<file path="src/rtl/bpm_irq_pkg.sv">
// Package: shared types for the beam capture interrupt controller.
// Assumes a 32-bit register bus with a 2-bit word address.
package bpm_irq_pkg;

    localparam int DATA_W = 32;

    // Register word addresses seen by the host.
    typedef enum logic [1:0] {
        ADDR_CTRL = 2'd0,
        ADDR_STAT = 2'd1,
        ADDR_TURN = 2'd2,
        ADDR_ACK  = 2'd3
    } reg_addr_e;

    // Interrupt cause; the encoding lands directly in status bits [2:1].
    typedef enum logic [1:0] {
        CAUSE_NONE   = 2'b00,
        CAUSE_READY  = 2'b01,
        CAUSE_NOBEAM = 2'b10
    } cause_e;

endpackage

</file>
<file path="src/rtl/bpm_irq_filt.sv">
// Module: two-flop synchroniser followed by a minimum-high-time filter.
// Produces a single-cycle accept pulse in the cycle in which the
// synchronised input has been high for min_high consecutive clocks
// (a value of 0 counts as 1). Assumes din is asynchronous to clk.
module bpm_irq_filt #(
    parameter int CNT_W = 4
) (
    input  logic             clk,
    input  logic             rst_n,
    input  logic             din,
    input  logic [CNT_W-1:0] min_high,
    output logic             acc
);

    localparam logic [CNT_W-1:0] CNT_MAX = '1;

    logic [1:0]       sync_q;
    logic [CNT_W-1:0] run_q;
    logic [CNT_W-1:0] thr;

    // Bring the asynchronous input into the clock domain.
    always_ff @(posedge clk) begin
        if (!rst_n) sync_q <= '0;
        else        sync_q <= {sync_q[0], din};
    end

    // Count consecutive high samples, saturating, and clear on a low sample.
    always_ff @(posedge clk) begin
        if (!rst_n)            run_q <= '0;
        else if (!sync_q[1])   run_q <= '0;
        else if (run_q != CNT_MAX) run_q <= run_q + 1'b1;
    end

    // Threshold with zero promoted to one; accept exactly once per high run.
    always_comb begin
        thr = (min_high == '0) ? CNT_W'(1) : min_high;
        acc = sync_q[1] && (run_q == thr - 1'b1);
    end

endmodule

</file>
<file path="src/rtl/bpm_irq_delay.sv">
// Module: NO_BEAM timer. A start pulse loads BASE + extra - 1, and fire is
// high in the last busy cycle, so the edge that follows fire lies exactly
// BASE + extra edges after the edge that took the start pulse.
// Assumes start is ignored while busy.
module bpm_irq_delay #(
    parameter int BASE    = 2050,
    parameter int EXTRA_W = 16
) (
    input  logic               clk,
    input  logic               rst_n,
    input  logic               start,
    input  logic [EXTRA_W-1:0] extra,
    output logic               busy,
    output logic               fire
);

    localparam int CNT_W = $clog2(BASE + (1 << EXTRA_W)) + 1;

    logic [CNT_W-1:0] cnt_q;

    // Load on start, then count down to zero and drop busy.
    always_ff @(posedge clk) begin
        if (!rst_n) begin
            busy  <= 1'b0;
            cnt_q <= '0;
        end else if (busy) begin
            if (cnt_q == '0) busy <= 1'b0;
            else             cnt_q <= cnt_q - 1'b1;
        end else if (start) begin
            busy  <= 1'b1;
            cnt_q <= CNT_W'(BASE) + CNT_W'(extra) - 1'b1;
        end
    end

    // Terminal count of the running timer.
    always_comb fire = busy && (cnt_q == '0);

endmodule

</file>
<file path="src/rtl/bpm_irq_regs.sv">
// Module: host register file. Holds the control word, decodes the
// acknowledge write and multiplexes read data. Reads are combinational on
// reg_addr. Assumes EXTRA_W <= 16 and FILT_W <= 8.
module bpm_irq_regs import bpm_irq_pkg::*; #(
    parameter int FILT_W  = 4,
    parameter int EXTRA_W = 16,
    parameter int TURN_W  = 16
) (
    input  logic               clk,
    input  logic               rst_n,
    input  logic               reg_wr,
    input  logic [1:0]         reg_addr,
    input  logic [DATA_W-1:0]  reg_wdata,
    output logic [DATA_W-1:0]  reg_rdata,
    input  logic               irq,
    input  cause_e             cause,
    input  logic               wact,
    input  logic [TURN_W-1:0]  turns,
    output logic               master_en,
    output logic [FILT_W-1:0]  filt_len,
    output logic [EXTRA_W-1:0] extra_dly,
    output logic               ack
);

    logic [DATA_W-1:0] ctrl_word;
    logic [DATA_W-1:0] stat_word;

    // Control register: master enable, filter length and extra delay.
    always_ff @(posedge clk) begin
        if (!rst_n) begin
            master_en <= 1'b0;
            filt_len  <= '0;
            extra_dly <= '0;
        end else if (reg_wr && reg_addr == ADDR_CTRL) begin
            master_en <= reg_wdata[0];
            filt_len  <= reg_wdata[8 +: FILT_W];
            extra_dly <= reg_wdata[16 +: EXTRA_W];
        end
    end

    // Acknowledge strobe: a write of 1 to bit 0 of the acknowledge address.
    always_comb ack = reg_wr && (reg_addr == ADDR_ACK) && reg_wdata[0];

    // Assemble the control and status words.
    always_comb begin
        ctrl_word               = '0;
        ctrl_word[0]            = master_en;
        ctrl_word[8 +: FILT_W]  = filt_len;
        ctrl_word[16 +: EXTRA_W] = extra_dly;
        stat_word               = ctrl_word;
        stat_word[0]            = irq;
        stat_word[2:1]          = cause;
        stat_word[3]            = wact;
        stat_word[4]            = master_en;
    end

    // Read data multiplexer.
    always_comb begin
        reg_rdata = '0;
        case (reg_addr)
            ADDR_CTRL: reg_rdata = ctrl_word;
            ADDR_STAT: reg_rdata = stat_word;
            ADDR_TURN: reg_rdata[TURN_W-1:0] = turns;
            default:   reg_rdata = '0;
        endcase
    end

endmodule

</file>
<file path="src/rtl/bpm_irq_ctrl.sv">
// Module: beam capture interrupt and FIFO access controller (top).
// Filters the ready and trigger inputs, closes a shot either on ready
// (normal mode) or on the NO_BEAM timer (master mode), latches the turn
// count, holds the interrupt until acknowledged and gates host FIFO reads
// against an active capture. Assumes cap_start and turn_inc are
// synchronous one-cycle pulses from the capture path.
module bpm_irq_ctrl import bpm_irq_pkg::*; #(
    parameter int CLK_MHZ   = 100,
    parameter int NOBEAM_NS = 20500,
    parameter int FILT_W    = 4,
    parameter int EXTRA_W   = 16,
    parameter int TURN_W    = 16
) (
    input  logic              clk,
    input  logic              rst_n,
    input  logic              ready_in,
    input  logic              trig_in,
    input  logic              cap_start,
    input  logic              turn_inc,
    input  logic              reg_wr,
    input  logic [1:0]        reg_addr,
    input  logic [DATA_W-1:0] reg_wdata,
    output logic [DATA_W-1:0] reg_rdata,
    input  logic              fifo_rd_req,
    output logic              fifo_rd_en,
    output logic              fifo_bus_err,
    output logic              irq
);

    localparam int BASE_CYC = CLK_MHZ * NOBEAM_NS / 1000;
    localparam int N_IN     = 2;
    localparam int IDX_RDY  = 0;
    localparam int IDX_TRIG = 1;
    localparam logic [TURN_W-1:0] TURN_MAX = '1;

    logic               master_en;
    logic [FILT_W-1:0]  filt_len;
    logic [EXTRA_W-1:0] extra_dly;
    logic               ack;
    logic [N_IN-1:0]    raw_in;
    logic [N_IN-1:0]    acc;
    logic               dly_busy;
    logic               dly_fire;
    logic               trig_start;
    logic               rdy_evt;
    logic               nb_evt;
    logic               pend;
    cause_e             cause;
    logic               wact;
    logic [TURN_W-1:0]  run_cnt;
    logic [TURN_W-1:0]  turn_q;
    logic               bus_err_q;

    // Gather the asynchronous inputs in filter order.
    always_comb begin
        raw_in[IDX_RDY]  = ready_in;
        raw_in[IDX_TRIG] = trig_in;
    end

    // One synchroniser and glitch filter per asynchronous input.
    for (genvar g = 0; g < N_IN; g++) begin : g_filt
        bpm_irq_filt #(
            .CNT_W (FILT_W)
        ) i_filt (
            .clk      (clk),
            .rst_n    (rst_n),
            .din      (raw_in[g]),
            .min_high (filt_len),
            .acc      (acc[g])
        );
    end

    // Qualify the shot-closing events against mode and pending state.
    always_comb begin
        trig_start = acc[IDX_TRIG] && master_en && !pend && !dly_busy;
        rdy_evt    = acc[IDX_RDY] && !master_en && !pend;
        nb_evt     = dly_fire && !pend;
    end

    bpm_irq_delay #(
        .BASE    (BASE_CYC),
        .EXTRA_W (EXTRA_W)
    ) i_delay (
        .clk   (clk),
        .rst_n (rst_n),
        .start (trig_start),
        .extra (extra_dly),
        .busy  (dly_busy),
        .fire  (dly_fire)
    );

    // Shot state: capture tracking, count latch, interrupt and cause.
    always_ff @(posedge clk) begin
        if (!rst_n) begin
            pend    <= 1'b0;
            cause   <= CAUSE_NONE;
            wact    <= 1'b0;
            run_cnt <= '0;
            turn_q  <= '0;
        end else if (pend) begin
            if (ack) begin
                pend    <= 1'b0;
                cause   <= CAUSE_NONE;
                run_cnt <= '0;
            end
        end else if (rdy_evt || nb_evt) begin
            pend   <= 1'b1;
            cause  <= rdy_evt ? CAUSE_READY : CAUSE_NOBEAM;
            turn_q <= run_cnt;
            wact   <= 1'b0;
        end else if (cap_start) begin
            wact    <= 1'b1;
            run_cnt <= '0;
        end else if (wact && turn_inc && run_cnt != TURN_MAX) begin
            run_cnt <= run_cnt + 1'b1;
        end
    end

    // Refused FIFO reads produce a bus error one cycle after the request.
    always_ff @(posedge clk) begin
        if (!rst_n) bus_err_q <= 1'b0;
        else        bus_err_q <= fifo_rd_req && wact;
    end

    // FIFO read enable passes through only when capture is idle.
    always_comb begin
        fifo_rd_en   = fifo_rd_req && !wact;
        fifo_bus_err = bus_err_q;
        irq          = pend;
    end

    bpm_irq_regs #(
        .FILT_W  (FILT_W),
        .EXTRA_W (EXTRA_W),
        .TURN_W  (TURN_W)
    ) i_regs (
        .clk       (clk),
        .rst_n     (rst_n),
        .reg_wr    (reg_wr),
        .reg_addr  (reg_addr),
        .reg_wdata (reg_wdata),
        .reg_rdata (reg_rdata),
        .irq       (pend),
        .cause     (cause),
        .wact      (wact),
        .turns     (turn_q),
        .master_en (master_en),
        .filt_len  (filt_len),
        .extra_dly (extra_dly),
        .ack       (ack)
    );

endmodule

</file>
<file path="config.mk">
export PLATFORM = sky130hd
export DESIGN_NAME = bpm_irq_ctrl
export DESIGN_NICKNAME = d
export VERILOG_FILES = /design/src/rtl/bpm_irq_pkg.sv /design/src/rtl/bpm_irq_filt.sv /design/src/rtl/bpm_irq_delay.sv /design/src/rtl/bpm_irq_regs.sv /design/src/rtl/bpm_irq_ctrl.sv
export SDC_FILE = /design/constraint.sdc
export NUM_CORES = 1
export LEC_CHECK = 0
export BUFFER_PORTS_ARGS = -buffer_cell sky130_fd_sc_hd__buf_2
export CORE_MARGIN = 4
export CORE_UTILIZATION = 45
export DETAILED_ROUTE_END_ITERATION = 10
export GPL_TIMING_DRIVEN = 1
export PLACE_DENSITY = 0.72
export REMOVE_ABC_BUFFERS = 1
export SLEW_MARGIN = 20
export SYNTH_ARGS = -nofsm -noshare
export SYNTH_HDL_FRONTEND = slang
export SYNTH_SLANG_ARGS = --single-unit
</file>
<file path="constraint.sdc">
create_clock -name clk -period 3.07 [get_ports clk]
set_input_delay 0.614 -clock clk [delete_from_list [all_inputs] [get_ports clk]]
set_output_delay 0.614 -clock clk [all_outputs]
set_load 0.005 [all_outputs]
</file>
# After elaboration in Yosys (flattened, before gate mapping)

Index checks and enable logic that the tools add are counted.
Widths: inputs -> output; s select.

Shifts and indexed selects: 0
Add/sub/neg operators: 7
Bitwise operators: 1
Equal/unequal tests: 11
Mux-type cells: 23
Divide/modulo/power cells: 0
Multipliers: 0
Magnitude comparators: 0
Reductions and logical operators: 36

Operator list:

| operator               | count |
|---|---|
| $mux 16                | 6 |
| $mux 18                | 3 |
| $pmux 16 s3            | 1 |
| $sub 18x1->18 const B  | 2 |
| $logic_not 18->1       | 1 |
| $add 12x16->17 const A | 1 |
| $add 16x1->16 const B  | 1 |
| $logic_and 1x1->1      | 16 |
| $ne 16x16->1 const B   | 1 |
| $reduce_and 2->1       | 6 |
| $add 4x1->4 const B    | 2 |
| $eq 4x4->1             | 2 |
| $mux 1                 | 8 |
| $mux 2                 | 4 |
| $ne 4x4->1 const B     | 2 |
| $ne 2x2->1 const B     | 3 |
| $reduce_bool 2->1      | 3 |
| $eq 2x2->1 const B     | 2 |
| $logic_not 1->1        | 4 |
| $logic_not 4->1        | 1 |
| $mux 4                 | 1 |
| $sub 4x1->4 const B    | 1 |
| $reduce_and 3->1       | 1 |
| $reduce_bool 3->1      | 1 |
| 5 further kinds        | 5 |

Bits in latches: 0
Output and inout bits: 35
Bits in read-only memories: 0
Memories: 0
Input bits: 42
Register bits after elaboration: 89
Bits in writable memories: 0

# Longest topological paths before layout

Depth after elaboration: 10
Gate-level depth with buffers: 11
Gate-level depth less buffers: 8

# Hierarchy

From an unflattened synthesis, not the netlist that was laid out.

Cells, all modules: 608
Area total of the unflattened synthesis: 4966.0 um2

Modules (own cells, without submodules):

| module        | instances | seq. area each (um2) | area an instance (um2) | cells each |
|---|---|---|---|---|
| bpm_irq_ctrl  | 1         | 740.7                | 1681.6                 | 204 |
| bpm_irq_delay | 1         | 380.4                | 1491.4                 | 200 |
| bpm_irq_regs  | 1         | 420.4                | 1144.8                 | 132 |
| bpm_irq_filt  | 2         | 120.1                | 324.1                  | 36 |

# Worst setup path after synthesis

Ideal clock, no wire load.

Path type: flip-flop to flip-flop
From: register i_regs.extra_dly[1]
To: register i_delay.cnt_q[13]
Clock period less this slack: 2.676 ns
Data arrival time: 2.539 ns
Required time: 2.933 ns
Cell stages (with the launch flop): 9
Path buffers: 0
Setup slack: 0.394 ns
Cell sequence: dfxtp_1 -> ha_1 -> nand4_2 -> or4b_4 -> a211oi_2 -> o211ai_2 -> or4_1 -> a31oi_1 -> a211oi_1

Word-level cells in the longest chain between the ends: 4

Ends and longest elaborated chain:

| what                   | line                | source |
|---|---|---|
| start, declared        | bpm_irq_regs.sv:21  | `output logic [EXTRA_W-1:0] extra_dly,` |
| start signal, assigned | bpm_irq_regs.sv:37  | `extra_dly <= reg_wdata[16 +: EXTRA_W];` |
| $add 12x16->17         | bpm_irq_delay.sv:31 | `cnt_q <= CNT_W'(BASE) + CNT_W'(extra) - 1'b1;` |
| $sub 18x1->18          | bpm_irq_delay.sv:31 |  |
| $mux 18                | bpm_irq_delay.sv:29 | `end else if (start) begin` |
| $mux 18                | bpm_irq_delay.sv:26 | `end else if (busy) begin` |
| end signal, assigned   | bpm_irq_delay.sv:28 | `else cnt_q <= cnt_q - 1'b1;` |
| end signal, assigned   | bpm_irq_delay.sv:31 |  |
| end, declared          | bpm_irq_delay.sv:19 | `logic [CNT_W-1:0] cnt_q;` |

No other way between the ends. The select of a mux whose other input is x is not followed.
A chain may end at the register's enable or synchronous reset.

# Worst setup path after layout

From: register i_regs.extra_dly[2]
To: register i_delay.cnt_q[13]

The elaborated chain is that of the path after synthesis.

==> results.sh <==
export IMPL_status="finished, final reports clean"
export IMPL_whs_ns=0.4440
export IMPL_crit_path_end_kind="flop"
export IMPL_drive_above_1_share_pct=16.99
export IMPL_fmax_mhz=361.9
export IMPL_synthesis_area_um2=5199
export IMPL_postCtsResizedCells=0
export IMPL_cp_start_kind="flop"
export IMPL_vias=5194
export IMPL_path_class="reg -> reg"
export IMPL_cts_sinks=89
export IMPL_yosysWarnings=0
export IMPL_antenna_cells=0
export IMPL_rrSetupSlack_ns=0.31
export IMPL_num_nets_final=766
export IMPL_drv_slew=0
export IMPL_setup_viol=0
export IMPL_clk_insertion_delay_late_ns=0.34
export IMPL_hold_viol_final=0
export IMPL_grt_pass1_wl_um=23590
export IMPL_die_height_um=115.5
export IMPL_finalSetupTns_ns=0
export IMPL_antenna_found_initial=0
export IMPL_holdBufCountCts=0
export IMPL_placed_area_um2=5698
export IMPL_hold_path_class="reg -> reg"
export IMPL_reg2regPathDepth=8
export IMPL_clkTransAtPathRegs_ns=0.06
export IMPL_drtIter0Drc=494
export IMPL_gp_congestion=1.004
export IMPL_tightest_slew_ns=0.8739
export IMPL_reg2reg_to="i_delay.cnt_q[13]$_SDFFE_PN0P_"
export IMPL_die_x_um=115.5
export IMPL_crit_chain="ha_1 > nand4_2 > or4b_4 > a211oi_2 > o211ai_2 > or4_1 > a31oi_1 > a211oi_1"
export IMPL_relSlewSlack_pct=40.98
export IMPL_path_max_fanout=6
export IMPL_grt_pass1_vias=4728
export IMPL_root_buffer="clkbuf_16"
export IMPL_ios=77
export IMPL_grt_use_total_pct=21.91
export IMPL_core_area_um2=11080
export IMPL_crit_required_ns=3.28
export IMPL_area_delta_synth_final_pct=15.81
export IMPL_rows=38
export IMPL_h_tree_depth=3
export IMPL_die_area_um2=13340
export IMPL_startpoint="i_regs.extra_dly[2]$_SDFFE_PN0P_"
export IMPL_slowest_stage="or4b_4"
export IMPL_wl_um=14530
export IMPL_ys_async_sr_fraction_pct=0
export IMPL_cts_tree="built"
export IMPL_fin_total_pwr_mw=2.644
export IMPL_cts_buffer_depth=2
export IMPL_r2r_start="i_regs.extra_dly[2]$_SDFFE_PN0P_"
export IMPL_power_density_nw_per_um2=439.2
export IMPL_cts_setup_buffers=0
export IMPL_leakage_nw=2.282
export IMPL_synthDistinctLibCells=69
export IMPL_dpl_hpwl_um=10620
export IMPL_cp_endpoint="i_delay.cnt_q[13]$_SDFFE_PN0P_"
export IMPL_gr_total_overflow=0
export IMPL_ys_seq_area_share_pct=34.27
export IMPL_final_area_um2=6021
export IMPL_io_buffers=65
export IMPL_rsz0062_at_grt="no"
export IMPL_fill_cells=1037
export IMPL_synth_edf_count=0
export IMPL_maxCapViolCount=0
export IMPL_critPathMaxStageDelay_ns=0.56
export IMPL_arrival_ns=2.97
export IMPL_syn_inst=662
export IMPL_fin_skew_ns=0.007781
export IMPL_cts_buffers=9
export IMPL_irDropWorstVdd_v=0.0003216
export IMPL_post_route_period_util_pct=89.99
export IMPL_routed_via_density=6.012
export IMPL_ant_nets=0
export IMPL_routedWlPerCell_um=16.82
export IMPL_avgSynthCellArea_um2=7.853
export IMPL_grt_max_degree=29
export IMPL_ys_flop_type="dfxtp_1"
export IMPL_initial_core_util_pct=46.93
export IMPL_post_route_drc_count=0
export IMPL_firstDrtPassIters=5
export IMPL_ys_seq_elements=89
export IMPL_min_period_ns=2.763
[cells in the mapped netlist (all sizes together) (3+ instances only)]
cell type | n | share of area [%]
dfxtp | 89 | 34
a41oi | 3 | 0.51
o21a | 4 | 0.58
nor4 | 11 | 1.4
a21oi | 47 | 4.5
nor2 | 60 | 4.3
and3 | 9 | 1.1
mux2i | 28 | 5.4
o211ai | 8 | 1.3
or4 | 11 | 1.6
o21ai | 24 | 2.3
a32oi | 4 | 0.67
or3 | 4 | 0.48
xnor2 | 17 | 2.9
nand3 | 29 | 2.8
inv | 13 | 0.94
a211oi | 10 | 1.5
nor3b | 8 | 1.2
or2 | 6 | 0.72
o31a | 4 | 0.67
o41ai | 3 | 0.65
a31oi | 10 | 1.2
nand4 | 10 | 1.3
and2 | 17 | 2.0
xor2 | 5 | 0.84
a21o | 3 | 0.43
a2111oi | 3 | 0.87
o31ai | 7 | 1.0
and4 | 3 | 0.51
clkbuf | 25 | 1.8
ha | 5 | 1.2
buf | 18 | 1.8
nand3b | 9 | 1.3
nand2 | 89 | 6.5
o311ai | 3 | 0.51
a22o | 4 | 0.67
nor2b | 20 | 2.4
nor3 | 13 | 1.3
[state kept, by name, indices dropped and copies added (netlist names), 2 cells and up]
register,count
i_delay.cnt_q,18
i_regs.extra_dly,16
run_cnt,16
turn_q,16
g_filt.i_filt.run_q,8
g_filt.i_filt.sync_q,4
i_regs.filt_len,4
cause,2
[worst min-delay path by stage]
stage	startpoint	endpoint	slack [ns]	cells after the start
floorplan	g_filt[0].i_filt.sync_q[0]$_SDFF_PN0_	g_filt[0].i_filt.sync_q[1]$_SDFF_PN0_	0.41	1
global placement	g_filt[0].i_filt.sync_q[0]$_SDFF_PN0_	g_filt[0].i_filt.sync_q[1]$_SDFF_PN0_	0.42	1
detailed placement	g_filt[1].i_filt.sync_q[0]$_SDFF_PN0_	g_filt[1].i_filt.sync_q[1]$_SDFF_PN0_	0.42	1
CTS	g_filt[1].i_filt.sync_q[0]$_SDFF_PN0_	g_filt[1].i_filt.sync_q[1]$_SDFF_PN0_	0.45	1
global route	g_filt[0].i_filt.sync_q[0]$_SDFF_PN0_	g_filt[0].i_filt.sync_q[1]$_SDFF_PN0_	0.47	1
finish	g_filt[1].i_filt.sync_q[0]$_SDFF_PN0_	g_filt[1].i_filt.sync_q[1]$_SDFF_PN0_	0.44	1
[worst max-delay path: cells and delay by family (launching register included)]
| family | cells | cell delay, ns |
|---|---|---|
| AOI/OAI and AO/OA | 4 | 0.75 |
| adders and majority gates | 1 | 0.21 |
| DFF | 1 | 0.40 |
| and+or+nand+nor | 3 | 1.27 |
[routing by layer]
metal	global-route usage (%)	vias up	wire, um	share of wire (%)
met5	0	-	0	0
met3	4.021	21	997	6.9
met4	6.182	0	229	1.6
met1	31.61	2454	6954	48
li1	-	2508	-	-
met2	33.60	211	6351	44
[metrics by stage]
stage	std cells	worst slack, ns	utilization (%)
final	864	0.3072	54.35
after global routing	864	0.1570	54.35
after CTS	864	0.3151	54.35
after detailed placement	848	0.3249	51.43
after global placement	848	0.4053	51.43
after floorplan	619	-0.3134	-
[cell type report]
| type | instances | area (um^2) | share of cell area [%] |
|---|---|---|---|
| clock buffer | 12 | 246.5 | 4.094 |
| clock inverter | 4 | 76.32 | 1.268 |
| inverter | 13 | 48.80 | 0.8105 |
| multi-input combinational | 517 | 3187 | 52.93 |
| sequential | 89 | 1782 | 29.59 |
| tap | 140 | 175.2 | 2.909 |
| timing repair buffer | 89 | 505.5 | 8.396 |
[cells in the final DEF, fill, tap and decap left out, types with 3 or more instances in the layout]
cell / netlist / final
buf_4: 2 / 24
o21a_1: 4 / 4
o211ai_1: 7 / 7
xnor2_1: 17 / 17
a211oi_1: 9 / 9
nor4_1: 10 / 10
nor2b_1: 20 / 20
o311ai_0: 3 / 3
clkbuf_16: 0 / 9
nand4_1: 9 / 9
a21o_1: 3 / 3
nand3_1: 29 / 29
and4_1: 3 / 3
or2_2: 5 / 5
or3_1: 4 / 4
o31ai_1: 7 / 7
ha_1: 5 / 5
inv_1: 12 / 12
o21ai_0: 24 / 24
nor3_1: 13 / 13
buf_2: 13 / 65
xor2_1: 5 / 5
or4_1: 11 / 11
a22o_1: 4 / 4
a31oi_1: 10 / 10
dfxtp_1: 89 / 89
nand3b_1: 9 / 9
mux2i_1: 28 / 28
a21oi_1: 47 / 46
a41oi_1: 3 / 3
and3_1: 9 / 9
a32oi_1: 4 / 4
nand2_1: 88 / 88
nor3b_1: 8 / 8
nor2_1: 60 / 60
and2_1: 17 / 17
o31a_1: 4 / 4
[cell families (layout without fill, tap and decap cells)]
group / count (synthesis) / count (layout) / share of synthesized area, %
flip-flops: 89 / 89 / 34.27
XOR/XNOR: 22 / 22 / 3.706
adder cells (fa/ha/maj): 5 / 5 / 1.203
AND/OR/NAND/NOR: 307 / 307 / 30.40
multiplexers: 30 / 30 / 5.824
buffers and inverters: 56 / 118 / 4.500
AO/OA/AOI/OAI: 153 / 153 / 20.10
[power breakdown]
part | leakage (nW) | internal, mW | switching [mW]
Sequential | 0.720 | 1.17 | 0.0302
Clock | 0.153 | 0.738 | 0.451
Combinational | 1.41 | 0.100 | 0.151
Total | 2.28 | 2.01 | 0.632
(Power assumes the default switching activity.)
